--- src/rtl/beat_tagger_pkg.sv ---
// Package: shared defaults and width helpers for the beat time-stamper.
// Assumes: nothing beyond elaboration-time constants.
package beat_tagger_pkg;

    localparam int unsigned DEF_BLIND = 200;
    localparam int unsigned DEF_CNT_W = 32;

    // Bits needed to hold values 0 .. n-1, never less than one.
    function automatic int unsigned cnt_bits(input int unsigned n);
        return (n <= 2) ? 1 : $clog2(n);
    endfunction

endpackage

--- src/rtl/beat_sampler.sv ---
// Module: beat_sampler
// Samples the reference clock through two flip-flops in series on the
// helper clock. Outputs the first-stage sample (the beat value of the next
// cycle) and the beat itself.
// Assumes: ref_clk_i is asynchronous to clk_hlp; no glitch filtering here.
module beat_sampler (
    input  logic clk_hlp,
    input  logic rst_n,
    input  logic ref_clk_i,
    output logic stage1_o,
    output logic beat_o
);

    // Two-stage shift of the reference sample.
    always_ff @(posedge clk_hlp) begin
        if (!rst_n) begin
            stage1_o <= 1'b0;
            beat_o   <= 1'b0;
        end else begin
            stage1_o <= ref_clk_i;
            beat_o   <= stage1_o;
        end
    end

endmodule

--- src/rtl/tag_timebase.sv ---
// Module: tag_timebase
// Free-running helper-domain counter. The value on a given edge is the
// number of edges since reset release, wrapping modulo 2^CNT_W.
// Assumes: the consumer samples count_o on the same edge it acts on.
module tag_timebase #(
    parameter int unsigned CNT_W = 32
) (
    input  logic             clk_hlp,
    input  logic             rst_n,
    output logic [CNT_W-1:0] count_o
);

    // Advance by one every helper cycle out of reset.
    always_ff @(posedge clk_hlp) begin
        if (!rst_n) count_o <= '0;
        else        count_o <= count_o + CNT_W'(1);
    end

endmodule

--- src/rtl/first_edge_gate.sv ---
// Module: first_edge_gate
// Decides whether the beat edge arriving on this clock is the first edge of
// a burst. The blanking counter is loaded with BLIND-1 on every high beat
// sample and decremented in the same cycle, so it settles at BLIND-2. A rise
// is accepted only while the counter is zero.
// Assumes: beat_next_i is the value the beat takes on this edge, and
// beat_cur_i is its value before the edge.
module first_edge_gate
    import beat_tagger_pkg::*;
#(
    parameter int unsigned BLIND = DEF_BLIND,
    localparam int unsigned BW   = cnt_bits(BLIND)
) (
    input  logic          clk_hlp,
    input  logic          rst_n,
    input  logic          beat_next_i,
    input  logic          beat_cur_i,
    output logic          fire_o,
    output logic [BW-1:0] blank_o
);

    logic rise;

    // A rise: the beat was low and is about to be high.
    assign rise   = beat_next_i & ~beat_cur_i;
    assign fire_o = rise & (blank_o == '0);

    generate
        if (BLIND <= 2) begin : g_no_blank
            // Reload-then-decrement leaves nothing to count.
            assign blank_o = '0;
        end else begin : g_blank
            localparam logic [BW-1:0] SETTLE = BW'(BLIND - 2);
            // Reload on a high sample, otherwise drain towards zero.
            always_ff @(posedge clk_hlp) begin
                if (!rst_n)               blank_o <= '0;
                else if (beat_next_i)     blank_o <= SETTLE;
                else if (blank_o != '0)   blank_o <= blank_o - BW'(1);
            end
        end
    endgenerate

endmodule

--- src/rtl/beat_tagger.sv ---
// Module: beat_tagger (top)
// Helper-domain time-stamper: it samples the reference clock into a beat
// and tags the first rising edge of each beat burst with the free-running
// counter value. It issues a one-cycle strobe with each tag.
// Assumes: the helper clock is slightly offset from the reference; crossing
// tags into another domain is left to the consumer.
module beat_tagger
    import beat_tagger_pkg::*;
#(
    parameter int unsigned CNT_W = DEF_CNT_W,
    parameter int unsigned BLIND = DEF_BLIND,
    localparam int unsigned BW   = cnt_bits(BLIND)
) (
    input  logic             clk_hlp,
    input  logic             rst_n,
    input  logic             ref_clk_i,
    output logic [CNT_W-1:0] tag_o,
    output logic             tag_vld_o
);

    logic             stage1;
    logic             beat;
    logic             fire;
    logic [BW-1:0]    blank_cnt;
    logic [CNT_W-1:0] now;

    beat_sampler u_sampler (
        .clk_hlp   (clk_hlp),
        .rst_n     (rst_n),
        .ref_clk_i (ref_clk_i),
        .stage1_o  (stage1),
        .beat_o    (beat)
    );

    tag_timebase #(.CNT_W(CNT_W)) u_timebase (
        .clk_hlp (clk_hlp),
        .rst_n   (rst_n),
        .count_o (now)
    );

    first_edge_gate #(.BLIND(BLIND)) u_gate (
        .clk_hlp     (clk_hlp),
        .rst_n       (rst_n),
        .beat_next_i (stage1),
        .beat_cur_i  (beat),
        .fire_o      (fire),
        .blank_o     (blank_cnt)
    );

    // Latch the counter on an accepted rise and pulse the strobe.
    always_ff @(posedge clk_hlp) begin
        if (!rst_n) begin
            tag_o     <= '0;
            tag_vld_o <= 1'b0;
        end else begin
            tag_vld_o <= fire;
            if (fire) tag_o <= now;
        end
    end

endmodule

--- config.mk ---
export PLATFORM = sky130hd
export DESIGN_NAME = beat_tagger
export DESIGN_NICKNAME = d
export VERILOG_FILES = /design/src/rtl/beat_tagger_pkg.sv /design/src/rtl/beat_sampler.sv /design/src/rtl/tag_timebase.sv /design/src/rtl/first_edge_gate.sv /design/src/rtl/beat_tagger.sv
export SDC_FILE = /design/constraint.sdc
export NUM_CORES = 1
export LEC_CHECK = 0
export ABC_AREA = 1
export BUFFER_PORTS_ARGS = -buffer_cell sky130_fd_sc_hd__buf_2
export CORE_MARGIN = 1
export CORE_UTILIZATION = 45
export DETAILED_ROUTE_END_ITERATION = 6
export PLACE_DENSITY = 0.75
export SLEW_MARGIN = 20
export SYNTH_ARGS = -nofsm -noshare
export SYNTH_HDL_FRONTEND = slang
export SYNTH_SLANG_ARGS = --single-unit
export TNS_END_PERCENT = 30
--- constraint.sdc ---
create_clock -name clk_hlp -period 2.1 [get_ports clk_hlp]
set_input_delay 0.63 -clock clk_hlp [delete_from_list [all_inputs] [get_ports clk_hlp]]
set_output_delay 0.63 -clock clk_hlp [all_outputs]
set_load 0.02 [all_outputs]
==> results of run 1 <==
==> flip-flops by register name (all words and copies together), names as in the netlist <==
signal,flops
tag_o,32
u_timebase.count_o,32
u_sampler.stage1_o,1
u_sampler.beat_o,1
tag_vld_o,1
u_gate.blank_o,8
==> logic make-up after synthesis <==
kind of cell               count (synthesis)  share of synthesized area
and+or+nand+nor                          256                     0.3186
xor gates and xnor gates                   6                    0.01610
buffers and inverters                     58                    0.07400
DFF                                       75                     0.4601
adders and majority gates                  3                    0.01150
AOI/OAI and AO/OA                         76                     0.1196
==> critical path: cells and delay by family (launching register included) <==
family                     cells  cell delay (ns)
adders and majority gates      1             0.20
buffers and inverters          3             0.46
DFF                            1             0.30
and+or+nand+nor                5             0.63
==> power by group through the flow <==
stage	Clock, mW	Combinational [mW]	Sequential [mW]
final	1.21	0.960	1.70
after global routing	1.30	1.09	1.72
after CTS	1.24	0.973	1.70
after detailed placement	0	0.958	1.73
after global placement	0	0.932	1.73
after floorplan	0	0.628	1.84
==> placed cells by master, fill, tap and decap left out <==
master	Yosys	layout
inv_2	1	1
bufinv_16	0	2
o21ai_0	43	43
nor4_1	1	1
xnor2_1	2	2
nor2_1	127	127
nand2_2	1	1
clkinv_1	1	1
and2_1	1	1
clkbuf_1	9	1
a211oi_1	1	1
clkinv_4	0	2
nand2_1	94	94
dfxtp_1	75	75
o21a_1	3	3
ha_1	3	3
nor3_1	2	2
buf_2	1	35
nand3_1	21	21
inv_1	43	43
xor2_1	4	4
nor2_4	2	2
clkbuf_8	0	9
buf_4	0	7
nand4_1	1	1
a21oi_1	29	29
clkinv_2	0	1
clkinvlp_4	0	1
nor3_4	1	1
nor2_2	5	5
==> cell usage after synthesis <==
| master | number |
|---|---|
| clkinv_1 | 1 |
| buf_2 | 1 |
| nor4_1 | 1 |
| o21a_1 | 3 |
| nand2_2 | 1 |
| nand2_1 | 94 |
| nand3_1 | 21 |
| clkbuf_1 | 9 |
| ha_1 | 3 |
| nand4_1 | 1 |
| buf_6 | 3 |
| nor3_4 | 1 |
| nor2_4 | 2 |
| o21ai_0 | 43 |
| a21oi_1 | 29 |
| and2_1 | 1 |
| inv_2 | 1 |
| inv_1 | 43 |
| xor2_1 | 4 |
| nor3_1 | 2 |
| dfxtp_1 | 75 |
| nor2_2 | 5 |
| nor2_1 | 127 |
| xnor2_1 | 2 |
| a211oi_1 | 1 |
==> path summary, 6_finish.rpt <==
check                                 end              start  cells after the start  slack (ns)
worst max-delay path            tag_o[23]  u_gate.blank_o[0]                      9        0.42
worst min-delay path            tag_o[14]          tag_o[14]                      2        0.46
worst max register to register  tag_o[23]  u_gate.blank_o[0]                      9        0.42
worst min register to register  tag_o[14]          tag_o[14]                      2        0.46
==> through the flow <==
stage | area (um2) | util | cells | total power, mW
floorplan | 3263 | - | 474 | 2.471
global placement | 3538 | 0.5123 | 599 | 2.659
detailed placement | 3538 | 0.5123 | 599 | 2.692
CTS | 3756 | 0.5438 | 615 | 3.915
global route | 3756 | 0.5438 | 615 | 4.105
finish | 3756 | 0.5438 | 615 | 3.869
==> layer usage <==
metal / part of all wire / vias up
met1: 0.48 / 1417
met4: 0.014 / 0
met5: 0 / -
li1: - / 1568
met2: 0.45 / 99
met3: 0.063 / 8
==> cell type report <==
| class | instances | area [um2] | share of cell area |
|---|---|---|---|
| Inverter | 45 | 168.9 | 0.04497 |
| Sequential cell | 75 | 1501 | 0.3997 |
| Clock inverter | 6 | 90.09 | 0.02398 |
| Multi-Input combinational cell | 341 | 1520 | 0.4047 |
| Timing Repair Buffer | 42 | 227.7 | 0.06063 |
| Clock buffer | 10 | 127.6 | 0.03398 |
| Tap cell | 96 | 120.1 | 0.03198 |
==> metrics.cfg, run 1 <==
[cts]
cts_resized = 0
clk_pin_slew_ns = 0.08
cts_setup_buffers = 0
cts_tree = yes
h-tree-depth = 3
cts_buffers = 9
root_buffer = clkbuf_8
hold_buffers = 0
cts.sinks = 75
clk_path_buf_depth = 2
clock_latency_ns = 0.35

[timing]
setup_ws_ns = 0.4238
hold_viol = 0
worst_pin_slew_ns = 0.3945
rsz0062_at_grt = no
hold_ws_ns = 0.4620
max_slew_margin = 0.7350
period_minus_slack_ns = 1.676
fmax_ghz = 0.5966
finClkSkew_ns = 0.006751
totalNegativeSetupSlack_ns = 0
setup_viol = 0
finalMaxSlewViolations = 0
min_period_over_period = 0.7982

[critical_path]
cpPeakStageDelay_ns = 0.30
path_cells = inv_1, ha_1, nand3_1, nor2_4, inv_2, nor3_4, buf_4, nor2_1, nor2_1
crit_top_cell = nor2_1
critPathKind = reg2reg
required_ns = 2.38
critPathSlowestCell = dfxtp_1
start_kind = flip-flop
cp.arrival_ns = 1.96
crit_fanout = 19
endpoint_kind = flip-flop

[placed_design]
gp_congestion = 0.9096
place_hpwl_mm = 5.284
portBuffers = 35
dp_slack_ns = 0.4603

[status]
status = finished clean

[grt]
met3_usage = 0.05498
globalRouteMet2Util = 0.3321
grt_max_degree = 46
antenna_found_initial = 0
grt_use_met1 = 0.2624
grt_pass1_vias = 2776
busiest_layer = met2
grtUsageTotal = 0.2072
grt_overflow = 0
grt_pass1_wl_mm = 12.27

[floorplan]
die_x_um = 87.16
initial_utilization = 0.4725
die_h_um = 87.16
dieArea_mm2 = 0.007596
rows = 30
core_mm2 = 0.006907
io_pins = 36

[cells_and_area]
area_delta_synth_final_pct = 15.11
fin_nets = 520
antenna-diode-count = 0
drive_gt1_frac = 0.1291
nFillCells = 685

[flow_run]
maxCapViolCount = 0

[yosys]
yosysWarnings = 0
synth_area_leader_cell = dfxtp_1
synth_top_area_share = 0.4601
yosys-top-cells-area = dfxtp_1 (46%), nor2_1 (15%), nand2_1 (11%), o21ai_0 (6.6%), inv_1 (4.9%)
syn_area_per_cell_um2 = 6.884
ys_ff_latch = 75
synth.distinct_cells = 25
synthCells = 474
synth_area_mm2 = 0.003263
seq_area_frac_synth = 0.4601
syn-num-nets = 480

[routing]
first_pass_iters = 5
vias = 3092
wl_per_cell_um = 11.77
drtAntennaViolNets = 0
drt_wl_total_mm = 7.236
vias_per_cell = 5.028
drc = 0
drt_iter0_markers = 192

[hold_path]
hold_class = reg2reg

[power_and_ir_drop]
p_int_mw = 2.608
combPwrFrac = 0.248
switching_share = 0.3259
power.switching_mw = 1.261
cellPowerDensity_mw_per_mm2 = 1030
ir_drop_uv = 356.3
pwr-share-clk = 0.313
leakage_nw = 1.489
seqPwrFrac = 0.439

No activity file was read; power rests on OpenSTA's default activity.
==> inputs of run 2 (changes only) <==
==> constraint.sdc (replaced) <==
create_clock -name clk_hlp -period 1.6 [get_ports clk_hlp]
set_input_delay 0.48 -clock clk_hlp [delete_from_list [all_inputs] [get_ports clk_hlp]]
set_output_delay 0.48 -clock clk_hlp [all_outputs]
set_load 0.02 [all_outputs]
==> metrics.cfg, run 2 (same netlist as run 1, synthesis figures left out) <==
[status]
status = complete, but fails checks
violations = negative setup slack

[timing]
finClkSkew_ns = 0.006320
hold_viol = 0
rsz0062_at_grt = yes
setup_ws_ns = -0.03732
fmax_ghz = 0.6108
setup_viol = 26
min_period_over_period = 1.023
worst_pin_slew_ns = 0.3667
period_minus_slack_ns = 1.637
finalMaxSlewViolations = 0
max_slew_margin = 0.7555

[placed_design]
place_hpwl_mm = 5.193
dp.cells = 602
place_area_mm2 = 0.003561
portBuffers = 35
dp_slack_ns = -0.02536
gp_congestion = 0.9417

[grt]
grt_pass1_wl_mm = 12.19
grtUsageTotal = 0.2056
grt_pass1_vias = 2844
antenna_found_initial = 0
grt_max_degree = 46
grt_overflow = 0

[power_and_ir_drop]
cellPowerDensity_mw_per_mm2 = 1314
ir_drop_uv = 541.5
leakage_nw = 1.570

[floorplan]
io_pins = 36
die_x_um = 87.16
rows = 30
die_h_um = 87.16
initial_utilization = 0.4725
core_mm2 = 0.006907
dieArea_mm2 = 0.007596

[critical_path]
path_cells = inv_2, ha_4, nand3_4, nor2_4, inv_4, nor3_4, buf_6, clkbuf_16, nor2_1, nor2_1
critPathSlowestCell = dfxtp_1
endpoint_kind = flip-flop
crit_top_cell = nor2_1
startpoint = u_gate.blank_o[1]
cp.arrival_ns = 1.92
rr_endpoint = tag_o[10]
critPathKind = reg2reg
reg2reg_depth = 10
ff2ff_setup_slack_ns = -0.04
required_ns = 1.88
crit_fanout = 5
cpPeakStageDelay_ns = 0.31
worstReg2RegStart = u_gate.blank_o[1]
start_kind = flip-flop

[routing]
first_pass_iters = 5
routed-wl-met2_mm = 3.544
drt_iter0_markers = 144
drc = 0
drt_wl_total_mm = 7.771
met3WireLength_um = 403
vias = 3187
met1_length_mm = 3.614
wl_per_cell_um = 12.32
drtAntennaViolNets = 0
top_layer = met4
vias_per_cell = 5.051

[cts]
clk_pin_slew_ns = 0.07
root_buffer = clkbuf_8
clock_latency_ns = 0.35
cts_buffers = 9
h-tree-depth = 3
hold_buffers = 0
cts_tree = yes
clk_path_buf_depth = 2
cts.sinks = 75

[cells_and_area]
area_delta_synth_final_pct = 20.51
layout.cells.non_filler = 631
antenna-diode-count = 0
layout_common_cells = nor2_1 (125), nand2_1 (94), dfxtp_1 (74), inv_1 (41), o21ai_0 (39)
fin_nets = 537
drive_gt1_frac = 0.1645
reg.largest.list = tag_o x32, u_timebase.count_o x32, u_gate.blank_o x8
final_common_cell = nor2_1
final_area_mm2 = 0.003933

[hold_path]
hold_path_end = u_sampler.stage1_o
hold_depth = 3
hold_start = ref_clk_i
hold_class = in2reg

[flow_run]
maxCapViolCount = 0

run 2: cell types whose count changed in the layout (fill, tap and decap cells not counted), moves of 3 or more:
cell and change:
buf_4 +10, nor2_4 +4, o21ai_0 -4, o21ai_1 +4, buf_6 +3
run 2: final cells by class:
| type | count | area [um2] |
|---|---|---|
| inverters | 45 | 171.4 |
| clock inverters | 2 | 12.51 |
| repair buffers | 59 | 406.6 |
| multi-input cells | 341 | 1570 |
| flip-flops and latches | 75 | 1503 |
| clock buffers | 13 | 148.9 |
| fillers | 691 | 2974 |
| well taps | 96 | 120.1 |
run 2: worst max path at each step:
stage / end / slack (ns) / cells past startpoint
6_report: tag_o[10] / -0.04 / 10
5_1_grt: tag_o[24] / -0.17 / 10
4_1_cts: tag_o[16] / 0.006 / 8
3_5_place_dp: tag_o[21] / -0.03 / 8
3_3_place_gp: tag_o[21] / 0.07 / 9
2_1_floorplan: tag_o[31] / 0.15 / 8
run 2: worst max-delay path: cells and delay by family (launching register included):
family	cells	cell delay, ns
buffers and inverters	4	0.47
AND/OR/NAND/NOR	5	0.64
flip-flops	1	0.31
adder cells (fa/ha/maj)	1	0.16
run 2: per-stage QoR:
step | util | setup TNS [ns] | power [mW] | hold WS, ns
2_1_floorplan | - | 0 | 3.243 | 0.4268
3_3_place_gp | 0.5156 | 0 | 3.484 | 0.4401
3_5_place_dp | 0.5156 | -0.1612 | 3.547 | 0.4523
4_1_cts | 0.5411 | 0 | 4.828 | 0.2993
5_1_grt | 0.5694 | -4.315 | 5.462 | 0.3097
6_report | 0.5694 | -0.6059 | 5.169 | 0.3084
run 2: report_power, final:
part	switching, mW	internal (mW)
combinational	0.954	0.710
sequential	0.142	2.10
clock	0.667	0.597
total	1.76	3.41
run 2: metal layers:
metal	vias to the layer above	GRT usage
met5	-	0
met4	0	0.1028
met3	19	0.03791
met2	95	0.3336
met1	1460	0.2627
li1	1613	-
run 2: repair_timing:
item | 4_1_cts | 5_1_grt
resized for setup | 4 | 19
endpoints found under the setup margin | 21 | 48
pin swaps | 0 | 6
buffers inserted | 1 | 10
cloned | 0 | 3
